**src/rtl/ialu_pkg.sv**
```systemverilog
package ialu_pkg;
  localparam int IALU_W   = 32;
  localparam int IALU_IMM = 16;
  localparam int IALU_OPW = 3;

  typedef enum logic [IALU_OPW-1:0] {
    OP_ADD  = 3'b000,
    OP_SUB  = 3'b001,
    OP_SLT  = 3'b010,
    OP_SLTU = 3'b011,
    OP_LUI  = 3'b100
  } ialu_op_e;
endpackage

```
**src/rtl/ialu_adder.sv**
```systemverilog
// Shared adder: the sign slice is kept separate so the carry into it is visible.
module ialu_adder #(
  parameter int W = 32
) (
  input  logic [W-1:0] a,
  input  logic [W-1:0] b,
  input  logic         sub,
  output logic [W-1:0] sum,
  output logic         carry_out,
  output logic         ovf
);
  localparam int LW = W - 1;

  logic [W-1:0] bx;
  logic [LW:0]  low;
  logic         c_sign;

  always_comb begin
    bx        = sub ? ~b : b;
    low       = {1'b0, a[W-2:0]} + {1'b0, bx[W-2:0]} + {{LW{1'b0}}, sub};
    c_sign    = low[LW];
    sum       = {a[W-1] ^ bx[W-1] ^ c_sign, low[LW-1:0]};
    carry_out = (a[W-1] & bx[W-1]) | (c_sign & (a[W-1] ^ bx[W-1]));
    ovf       = c_sign ^ carry_out;
  end

  // a raised overflow implies like-signed addends with a sign flip in the sum
  always_comb begin
    if (ovf === 1'b1)
      a_r3_ovf_sign: assert ((a[W-1] == bx[W-1]) && (sum[W-1] != a[W-1]));
  end
endmodule

```
**src/rtl/ialu_compare.sv**
```systemverilog
// Less-than flags derived from the subtraction a - b.
module ialu_compare (
  input  logic diff_msb,
  input  logic diff_ovf,
  input  logic diff_cout,
  output logic lt_signed,
  output logic lt_unsigned
);
  always_comb begin
    lt_signed   = diff_msb ^ diff_ovf;
    lt_unsigned = ~diff_cout;
  end
endmodule

```
**src/rtl/ialu_select.sv**
```systemverilog
module ialu_select
  import ialu_pkg::*;
#(
  parameter int W   = 32,
  parameter int IMM = 16
) (
  input  logic [IALU_OPW-1:0] op,
  input  logic [W-1:0]        sum,
  input  logic                ovf,
  input  logic                cout,
  input  logic                lt_s,
  input  logic                lt_u,
  input  logic [IMM-1:0]      imm,
  output logic [W-1:0]        res,
  output logic                ovf_o,
  output logic                cout_o
);
  localparam int LOW_W = W - IMM;

  always_comb begin
    res    = '0;
    ovf_o  = 1'b0;
    cout_o = 1'b0;
    case (ialu_op_e'(op))
      OP_ADD, OP_SUB: begin
        res    = sum;
        ovf_o  = ovf;
        cout_o = cout;
      end
      OP_SLT:  res = {{(W-1){1'b0}}, lt_s};
      OP_SLTU: res = {{(W-1){1'b0}}, lt_u};
      OP_LUI:  res = {imm, {LOW_W{1'b0}}};
      default: res = '0;
    endcase
  end
endmodule

```
**src/rtl/int_alu.sv**
```systemverilog
module int_alu
  import ialu_pkg::*;
#(
  parameter int W   = IALU_W,
  parameter int IMM = IALU_IMM
) (
  input  logic                clk,
  input  logic                rst,
  input  logic                in_valid,
  output logic                in_ready,
  input  logic [IALU_OPW-1:0] op_sel,
  input  logic [W-1:0]        opnd_a,
  input  logic [W-1:0]        opnd_b,
  input  logic [IMM-1:0]      imm16,
  output logic                out_valid,
  input  logic                out_ready,
  output logic [W-1:0]        res,
  output logic                ovf_flag,
  output logic                cout_flag
);
  logic         do_sub;
  logic [W-1:0] sum;
  logic         add_cout, add_ovf;
  logic         lt_s, lt_u;
  logic [W-1:0] res_d;
  logic         ovf_d, cout_d;
  logic         accept;

  // Compares reuse the subtract path.
  assign do_sub = (op_sel == OP_SUB) || (op_sel == OP_SLT) || (op_sel == OP_SLTU);

  ialu_adder #(.W(W)) u_add (
    .a(opnd_a), .b(opnd_b), .sub(do_sub),
    .sum(sum), .carry_out(add_cout), .ovf(add_ovf)
  );

  ialu_compare u_cmp (
    .diff_msb(sum[W-1]), .diff_ovf(add_ovf), .diff_cout(add_cout),
    .lt_signed(lt_s), .lt_unsigned(lt_u)
  );

  ialu_select #(.W(W), .IMM(IMM)) u_sel (
    .op(op_sel), .sum(sum), .ovf(add_ovf), .cout(add_cout),
    .lt_s(lt_s), .lt_u(lt_u), .imm(imm16),
    .res(res_d), .ovf_o(ovf_d), .cout_o(cout_d)
  );

  assign in_ready = !out_valid || out_ready;
  assign accept   = in_valid && in_ready;

  always_ff @(posedge clk) begin
    if (rst) begin
      out_valid <= 1'b0;
      res       <= '0;
      ovf_flag  <= 1'b0;
      cout_flag <= 1'b0;
    end else if (accept) begin
      out_valid <= 1'b1;
      res       <= res_d;
      ovf_flag  <= ovf_d;
      cout_flag <= cout_d;
    end else if (out_ready) begin
      out_valid <= 1'b0;
    end
  end


  a_r8_reset_clear: assert property (@(posedge clk)
    rst |=> (!out_valid && res == '0 && !ovf_flag && !cout_flag));


  a_r9_accept: assert property (@(posedge clk) disable iff (rst)
    (in_valid && in_ready) |=> out_valid);

  a_r9_hold: assert property (@(posedge clk) disable iff (rst)
    (out_valid && !out_ready) |=>
      (out_valid && $stable(res) && $stable(ovf_flag) && $stable(cout_flag)));

  // checked against a plain signed ordering while a compare is requested
  a_r4_slt_ref: assert property (@(posedge clk) disable iff (rst)
    (op_sel == OP_SLT) |-> (lt_s == ($signed(opnd_a) < $signed(opnd_b))));


  a_r5_ult_ref: assert property (@(posedge clk) disable iff (rst)
    (op_sel == OP_SLTU) |-> (lt_u == (opnd_a < opnd_b)));
endmodule

```
**config.mk**
```make
export PLATFORM = sky130hd
export DESIGN_NAME = int_alu
export DESIGN_NICKNAME = d
export VERILOG_FILES = /design/src/rtl/ialu_pkg.sv /design/src/rtl/ialu_adder.sv /design/src/rtl/ialu_compare.sv /design/src/rtl/ialu_select.sv /design/src/rtl/int_alu.sv
export SDC_FILE = /design/constraint.sdc
export NUM_CORES = 1
export LEC_CHECK = 0
export BUFFER_PORTS_ARGS = -buffer_cell sky130_fd_sc_hd__buf_2
export CORE_ASPECT_RATIO = 0.6
export CORE_MARGIN = 3
export CORE_UTILIZATION = 33
export CTS_CLUSTER_SIZE = 24
export DETAILED_ROUTE_END_ITERATION = 6
export PLACE_DENSITY = 0.56
export SLEW_MARGIN = 20
export SYNTH_ARGS = -nofsm -noshare
export SYNTH_HDL_FRONTEND = slang
export SYNTH_SLANG_ARGS = --single-unit
```
**constraint.sdc**
```tcl
create_clock -name clk -period 10.7 [get_ports clk]
set_input_delay 1.07 -clock clk [delete_from_list [all_inputs] [get_ports clk]]
set_output_delay 1.07 -clock clk [all_outputs]
set_load 0.02 [all_outputs]
```
==> results.cfg, run 1 <==
[critical_path]
slowest_stage = a2111oi_0
critPathCaptureType = flip-flop
crit_top_cell = nor2_1
critPathArrivalTime_ns = 5.39
reg2reg_slack_ns = 8.66
worst_r2r_startpoint = out_valid$_SDFFE_PP0P_
crit_path_start_kind = input pin
max_stage_delay_ns = 0.44
path_class = in2reg
path_max_fanout = 32
path_cells = buf_2 -> o21ba_2 -> buf_4 -> xor2_1 -> ha_1 -> a31o_2 -> a211oi_1 -> a21oi_2 -> and3_4 -> a21oi_4 -> o311ai_1 -> nor2_1 -> o21a_1 -> inv_1 -> fa_1 -> nor2_1 -> a21oi_1 -> a2111oi_0 -> a21oi_1 -> nor2_1
r2r-end = res[17]$_SDFFE_PP0P_
ff2ff_path_depth = 9
crit_required_ns = 10.91

[global_routing]
grt_pass1_vias = 3429
met1_usage_pct = 29.3
grt_max_degree = 39
grt_usage_pct = 19.0
use_met3_pct = 4.12
antenna_found_initial = 0
overflow = 0
busiest_layer = met1
grt_use_met2_pct = 26.8
grt_pass1_wl_um = 17300

[route]
drtAntennaViolNets = 0
drtIter0Drc = 211
drc_errors = 0
drt-vias-per-instance = 5.22
wl_per_cell_um = 16.6
dr_total_vias = 3384
firstDrtPassIters = 5
detail_route.wirelength_um = 10800

[worst_hold_path]
min_to = res[2]$_SDFFE_PP0P_
hold_path_class = reg2reg
min_path_cells = 2
holdCritStartpoint = res[2]$_SDFFE_PP0P_

[sta]
fin_tns_setup_ns = 0
hold_viol_final = 0
period_share_pct = 48.4
timing.fmax_mhz = 193
relSlewSlack_pct = 48.6
worst_pin_slew_ns = 0.771
holdWs_ns = 0.448
fin_skew_ns = 0.00438
period_minus_slack_ns = 5.18
rsz0062_at_grt = false
setup_viol = 0
finalMaxSlewViolations = 0

[cts]
cts_sinks = 35
clkLatencyLatePin_ns = 0.29
cts_tree = done
ctsHtreeMaxLevel = 2
clk_pin_slew_ns = 0.06
cts_resized = 0
ctsRootBufferMaster = clkbuf_16
post-cts-setup-buffers = 0
holdBufCountCts = 0
cts_buffers = 5
cts_buffer_depth = 2

[power_and_ir_drop]
leakagePower_nw = 2.03
power_density_mw_per_mm2 = 130
ir_drop_v = 0.0000607

[floorplan]
die_x_um = 135
initial_core_util_pct = 35.0
die_y_um = 83.4
core_area_mm2 = 0.00943
row_count = 27
io_pins = 123
design.die.area_mm2 = 0.0113

[synth]
synthTopCellsByCount = 45 x xor2_1, 42 x nor2_1, 37 x a21oi_1, 35 x dfxtp_1, 31 x ha_1
synth-async-reset-ratio_pct = 0
synth_top_flop_cell = dfxtp_1
ys_seq_area_share_pct = 21.3
synth_edf_count = 0
syn_area_per_cell_um2 = 8.15
syn_inst = 404
yosysTopAreaCellShare_pct = 21.3
synth_fp_nets = 525
yosys-top-cells-area = dfxtp_1 21%, xor2_1 12%, ha_1 12%
synth_seq_cells = 35
synth_cell_types = 60
synth_most_common_cell = xor2_1
netlist_area_mm2 = 0.00329
ys_warn_count = 0
synth_top_area_cell = dfxtp_1

[placed_design]
gp_congestion = 0.873
hpwl_um = 8350
portBuffers = 122

[final_layout]
insertedDiodeCount = 0
multi_input_area_mm2 = 0.00247
fillers = 994
area_growth_pct = 26.1
seqCellArea_um2 = 701
fin_nets = 639
drive_above_1_share_pct = 27.6

[outcome]
outcome = complete, no violations

[run]
max_cap_violations = 0
[cells in the final DEF (no fill, tap or decap), types with 5 or more instances in the layout]
cell and count:
buf_2 122, xor2_1 45, nor2_1 42, a21oi_1 37, dfxtp_1 35, ha_1 31, nand2_1 23, a21o_1 21
a22oi_1 19, o21ai_0 14, inv_1 12, xnor2_1 11, and2_1 6, nor3_1 6, nand3b_1 6, o21a_1 5
o22ai_1 5, a222oi_1 5, clkbuf_16 5
[critical path, delay by kind of cell]
kind,cells,cell delay (ns)
AOI/OAI and AO/OA,10,2.10
adders and majority gates,2,0.64
and+or+nand+nor,4,0.66
buffers and inverters,3,0.68
xor gates and xnor gates,1,0.25
[final cells by class]
cell class / count / share of cell area, %
Timing Repair Buffer: 125 / 15.2
Multi-Input combinational cell: 339 / 59.4
Sequential cell: 35 / 16.9
Inverter: 12 / 1.08
Clock inverter: 1 / 0.120
Clock buffer: 6 / 3.34
Tap cell: 130 / 3.91
[state kept, by name, summed over array words and instances, names as in the netlist]
signal,count
ovf_flag,1
res,32
cout_flag,1
out_valid,1
[metrics by stage]
stage / area, um^2 / setup WS (ns) / total power, mW / std cells / utilization (%)
2_1_floorplan: 3290 / 5.85 / 0.320 / 404 / -
3_3_place_gp: 4010 / 5.48 / 0.385 / 641 / 42.6
3_5_place_dp: 4010 / 5.30 / 0.388 / 641 / 42.6
4_1_cts: 4160 / 5.56 / 0.543 / 648 / 44.1
5_1_grt: 4160 / 5.11 / 0.579 / 648 / 44.1
6_report: 4160 / 5.52 / 0.542 / 648 / 44.1
[layer usage]
metal  share of wire [%]  vias up
met1                  54     1555
met5                   0        -
li1                    -     1716
met4                0.18        0
met2                  39      110
met3                 6.4        3
[where the power goes]
group,switching [mW],internal (mW)
clock network,0.0629,0.0912
logic,0.145,0.102
registers,0.00363,0.137
[cell families (layout without fill, tap and decap cells)]
logic type / count (synthesis) / in the layout / share of synthesized area (%)
compound gates: 145 / 145 / 31.3
xor+xnor: 56 / 56 / 14.9
fa+ha+maj: 34 / 34 / 13.6
buf+inv: 30 / 144 / 3.76
flops: 35 / 35 / 21.3
simple gates: 104 / 104 / 15.2
[how the worst max path moves through the flow]
stage,start,to
2_1_floorplan,op_sel[1],res[0]$_SDFFE_PP0P_
3_3_place_gp,op_sel[2],res[0]$_SDFFE_PP0P_
3_5_place_dp,op_sel[2],res[0]$_SDFFE_PP0P_
4_1_cts,op_sel[2],res[0]$_SDFFE_PP0P_
5_1_grt,op_sel[2],res[0]$_SDFFE_PP0P_
6_report,op_sel[2],res[0]$_SDFFE_PP0P_
Power figures use the tool's default switching activity.
==> run 2, diff against run 1 <==
==> constraint.sdc (replaced) <==
create_clock -name clk -period 4.85 [get_ports clk]
set_input_delay 0.485 -clock clk [delete_from_list [all_inputs] [get_ports clk]]
set_output_delay 0.485 -clock clk [all_outputs]
set_load 0.02 [all_outputs]
==> run 2 against run 1 <==
  * Register-to-register slack got worse by 5.8 ns
  * Clock power rose by 120%
  * Clock skew fell by 0.00089 ns
  * Die area did not move
  * Power rose by 120%
  * First-iteration DRC count rose by 24%
  * Worst setup slack got worse by 5.0 ns
  * Worst hold slack got worse by 0.0040 ns
  * Non-clock buffer count rose by 2
  * Sequential share of layout area fell by 0.061 points
==> results.cfg, run 2 (synthesized netlist as in run 1, its figures left out) <==
[outcome]
outcome = complete, no violations

[critical_path]
critPathArrivalTime_ns = 4.52
crit_required_ns = 5.06
crit_path_start_kind = input pin
path_max_fanout = 11
reg2reg_slack_ns = 2.83
critPathCaptureType = flip-flop
path_class = in2reg

[global_routing]
grt_max_degree = 38
overflow = 0
grt_pass1_vias = 3456
antenna_found_initial = 0
grt_pass1_wl_um = 17600
grt_usage_pct = 19.3

[final_layout]
largest_reg_flops = 32
multi_input_area_mm2 = 0.00247
drive_above_1_share_pct = 27.9
mostFrequentLayoutCells = 122 x buf_2, 45 x xor2_1, 42 x nor2_1
fin_cells = 650
final_common_cell = buf_2
regMostFlops = res
area_growth_pct = 26.6
fin_nets = 641
fillers = 1003
seqCellArea_um2 = 701
insertedDiodeCount = 0

[cts]
post-cts-setup-buffers = 0
clk_pin_slew_ns = 0.06
ctsRootBufferMaster = clkbuf_16
cts_buffer_depth = 2
cts_tree = done
ctsHtreeMaxLevel = 2
cts_sinks = 35
cts_buffers = 5
holdBufCountCts = 0
cts_resized = 0
clkLatencyLatePin_ns = 0.28

[placed_design]
dpl.cell_count = 643
gp_congestion = 0.894
place_ws_ns = 0.279
hpwl_um = 8780
portBuffers = 122

[sta]
relSlewSlack_pct = 44.4
period_share_pct = 88.9
fin_skew_ns = 0.00349
setup_viol = 0
finalMaxSlewViolations = 0
timing.fmax_mhz = 232
fin_ws_ns = 0.539
fin_tns_setup_ns = 0
worst_pin_slew_ns = 0.833
hold_viol_final = 0
rsz0062_at_grt = false
period_minus_slack_ns = 4.31
holdWs_ns = 0.444

[run]
max_cap_violations = 0

[floorplan]
die_y_um = 83.4
design.die.area_mm2 = 0.0113
io_pins = 123
die_x_um = 135
row_count = 27
initial_core_util_pct = 35.0
core_area_mm2 = 0.00943

[route]
detail_route.wirelength_um = 11300
wl_per_cell_um = 17.3
drtAntennaViolNets = 0
firstDrtPassIters = 5
drtIter0Drc = 262
dr_total_vias = 3503
drt-vias-per-instance = 5.39
drc_errors = 0

[power_and_ir_drop]
power_mw = 1.19
leakagePower_nw = 2.03
power_density_mw_per_mm2 = 286
ir_drop_v = 0.000139

[worst_hold_path]
hold_path_class = in2reg
-- run 2: cell types whose count changed in the layout (fill, tap and decap cells not counted) --
cell,before,now
buf_4,3,5
-- run 2: routing by layer --
| metal | up-vias | wire length [um] | track usage (%) | share of wire, % |
|---|---|---|---|---|
| li1 | 1716 | - | - | - |
| met3 | 6 | 888 | 4.84 | 7.9 |
| met1 | 1640 | 5930 | 30.5 | 53 |
| met4 | 0 | 58 | 2.29 | 0.52 |
| met5 | - | 0 | 0 | 0 |
| met2 | 141 | 4370 | 26.4 | 39 |
-- run 2: per-stage QoR --
step / instance area [um^2] / util (%)
after detailed placement: 4030 / 42.7
after global routing: 4170 / 44.2
after global placement: 4030 / 42.7
after CTS: 4170 / 44.2
final: 4170 / 44.2
after floorplan: 3290 / -
-- run 2: cell type report --
type	count	share of cell area, %
repair buffers	127	15.5
inverters	12	1.08
flip-flops and latches	35	16.8
well taps	130	3.90
clock buffers	6	3.33
clock inverters	1	0.120
multi-input cells	339	59.2
-- run 2: report_power, final --
group	internal [mW]	switching (mW)	total [mW]
clock network	0.201	0.132	0.333
registers	0.303	0.00815	0.311
logic	0.227	0.324	0.551
total	0.731	0.464	1.19
-- run 2: worst paths after layout --
check / startpoint / end / cells past startpoint
worst max-delay path: op_sel[1] / res[0]$_SDFFE_PP0P_ / 20
worst min-delay path: imm16[6] / res[22]$_SDFFE_PP0P_ / 3
worst max register to register: out_valid$_SDFFE_PP0P_ / res[17]$_SDFFE_PP0P_ / 6
worst min register to register: res[2]$_SDFFE_PP0P_ / res[2]$_SDFFE_PP0P_ / 2
-- run 2: worst max-delay path, cell delays in order --
cell       delay, ns
buf_2           0.17
o21ba_2         0.39
buf_4           0.30
xor2_1          0.09
ha_1            0.25
a21o_1          0.19
a211oi_1        0.30
a21oi_2         0.15
and3_4          0.22
a21oi_4         0.20
o311ai_1        0.18
nor2_1          0.22
o21a_1          0.22
inv_1           0.07
fa_1            0.35
nor2_1          0.09
a21oi_1         0.04
a2111oi_0       0.41
a21oi_1         0.07
nor2_1          0.11
==> run 3, diff against run 2 <==
--- a/config.mk
+++ b/config.mk
@@ -5,13 +5,14 @@
 export SDC_FILE = /design/constraint.sdc
 export NUM_CORES = 1
 export LEC_CHECK = 0
+export ABC_AREA = 1
 export BUFFER_PORTS_ARGS = -buffer_cell sky130_fd_sc_hd__buf_2
 export CORE_ASPECT_RATIO = 0.6
 export CORE_MARGIN = 3
 export CORE_UTILIZATION = 33
 export CTS_CLUSTER_SIZE = 24
 export DETAILED_ROUTE_END_ITERATION = 6
-export PLACE_DENSITY = 0.56
+export PLACE_DENSITY = 0.54
 export SLEW_MARGIN = 20
 export SYNTH_ARGS = -nofsm -noshare
 export SYNTH_HDL_FRONTEND = slang
==> run 3 against run 2 <==
  * Clock-buffer cell count is the same
  * Power grew 5.0%
  * Sequential share of layout area shrank 2.8 points
  * Utilization shrank 1.5 points
  * Via count grew 31%
  * Fmax grew 21%
==> results.cfg, run 3 <==
[final_layout]
final_core_util_pct = 42.7
multi_input_area_mm2 = 0.00294
seqCellArea_um2 = 701
regMostFlops = res
fillers = 1353
drive_above_1_share_pct = 20.0
final_common_cell = nand2_1
largest_reg_flops = 32
insertedDiodeCount = 0
fin_nets = 933
area_growth_pct = 22.7
mostFrequentLayoutCells = 265 x nand2_1, 122 x buf_2, 93 x inv_1

[floorplan]
die_x_um = 149
core_area_mm2 = 0.0117
row_count = 30
io_pins = 123
initial_core_util_pct = 34.8
design.die.area_mm2 = 0.0137
die_y_um = 92

[global_routing]
overflow = 0
grt_pass1_wl_um = 22000
grt_max_degree = 38
grt_usage_pct = 20.1
antenna_found_initial = 0
grt_pass1_vias = 4271

[synth]
synth-async-reset-ratio_pct = 0
yosys-top-cells-area = nand2_1 25%, dfxtp_1 17%, ha_1 9.5%
synth_edf_count = 0
synth_top_area_cell = nand2_1
synth_cell_types = 37
synthTopCellsByCount = 266 x nand2_1, 93 x inv_1, 57 x a21oi_1, 38 x nor2_1, 37 x nand3_1
ys_warn_count = 0
synth_top_flop_cell = dfxtp_1
synth_most_common_cell = nand2_1
synth_seq_cells = 35
netlist_area_mm2 = 0.00407
synth_fp_nets = 816
yosysTopAreaCellShare_pct = 24.5
syn_inst = 695
ys_seq_area_share_pct = 17.2
syn_area_per_cell_um2 = 5.85

[power_and_ir_drop]
leakagePower_nw = 2.71
power_density_mw_per_mm2 = 251
ir_drop_v = 0.000113

[sta]
fin_tns_setup_ns = 0
finalMaxSlewViolations = 0
timing.fmax_mhz = 280
period_minus_slack_ns = 3.57
rsz0062_at_grt = false
period_share_pct = 73.6
hold_viol_final = 0
setup_viol = 0
relSlewSlack_pct = 32.4
worst_pin_slew_ns = 1.01
fin_skew_ns = 0.00151

[critical_path]
crit_path_start_kind = input pin
critPathArrivalTime_ns = 3.70
path_max_fanout = 22
crit_required_ns = 4.98
critPathCaptureType = flip-flop
path_class = in2reg

[route]
drtIter0Drc = 296
detail_route.wirelength_um = 14100
drtAntennaViolNets = 0
firstDrtPassIters = 4
wl_per_cell_um = 14.5
drt-vias-per-instance = 4.71
drc_errors = 0
dr_total_vias = 4582

[cts]
post-cts-setup-buffers = 0
ctsRootBufferMaster = clkbuf_16
clk_pin_slew_ns = 0.05
clkLatencyLatePin_ns = 0.27
cts_buffers = 5
holdBufCountCts = 0
cts_resized = 0
cts_sinks = 35
ctsHtreeMaxLevel = 2
cts_tree = done
cts_buffer_depth = 2

[placed_design]
portBuffers = 122
gp_congestion = 0.892
hpwl_um = 12100

[worst_hold_path]
hold_path_class = reg2reg

[outcome]
outcome = complete, no violations

[run]
max_cap_violations = 0
run 3: worst paths after layout:
kind	startpoint	to	slack [ns]	cells past startpoint
worst max-delay path	op_sel[0]	res[0]$_SDFFE_PP0P_	1.28	23
worst min-delay path	res[23]$_SDFFE_PP0P_	res[23]$_SDFFE_PP0P_	0.46	2
worst max register to register	out_valid$_SDFFE_PP0P_	ovf_flag$_SDFFE_PP0P_	2.89	8
worst min register to register	res[23]$_SDFFE_PP0P_	res[23]$_SDFFE_PP0P_	0.46	2
run 3: cells by family after synthesis:
group           Yosys count  share of synthesized area [%]
simple gates            386                           41.0
buf+inv                 111                           10.5
compound gates           93                           12.5
xor+xnor                 36                           7.75
flops                    35                           17.2
fa+ha+maj                34                           11.0
run 3: layout make-up:
cell class,count,share of cell area (%)
clock buffers,6,2.78
clock inverters,1,0.100
inverters,97,7.30
multi-input cells,549,59.0
flip-flops and latches,35,14.0
well taps,160,4.01
repair buffers,124,12.8
run 3: per-layer routing:
layer	GRT usage, %	share of wire [%]	vias to the layer above	wire length, um
met5	0	0	-	0
met4	2.36	0.44	0	62
met3	2.62	9.1	6	1280
met2	25.3	33	172	4710
met1	35.1	57	1984	8040
li1	-	-	2420	-
run 3: stage by stage:
step / cell area, um^2 / setup WS, ns / total power [mW] / hold WS [ns] / std cells
after global routing: 4990 / 0.886 / 1.36 / 0.479 / 972
after CTS: 4990 / 1.28 / 1.26 / 0.462 / 972
final: 4990 / 1.28 / 1.25 / 0.460 / 972
after detailed placement: 4850 / 1.00 / 0.944 / 0.454 / 965
after global placement: 4850 / 1.07 / 0.945 / 0.450 / 965
after floorplan: 4070 / 1.76 / 0.751 / 0.545 / 695
run 3: where the power goes:
group          internal [mW]  leakage, nW  total (mW)  switching, mW
Sequential             0.303        0.284       0.311        0.00820
Clock                  0.200       0.0727       0.307          0.107
Combinational          0.223         2.36       0.637          0.414
Total                  0.726         2.71        1.25          0.529
run 3: critical path: stages:
cell	delay, ns
buf_2	0.10
inv_1	0.12
nand2_4	0.08
nand2_2	0.31
buf_12	0.25
xnor2_1	0.09
ha_1	0.40
nand2_1	0.14
inv_1	0.10
nand2_1	0.05
nand2_1	0.08
nand2_1	0.06
nand2_1	0.12
a21oi_2	0.08
nand2_2	0.09
nand2_2	0.06
nand2_4	0.08
inv_2	0.05
fa_1	0.41
o2111ai_1	0.23
o21ai_0	0.12
nand2_1	0.07
a21oi_1	0.08
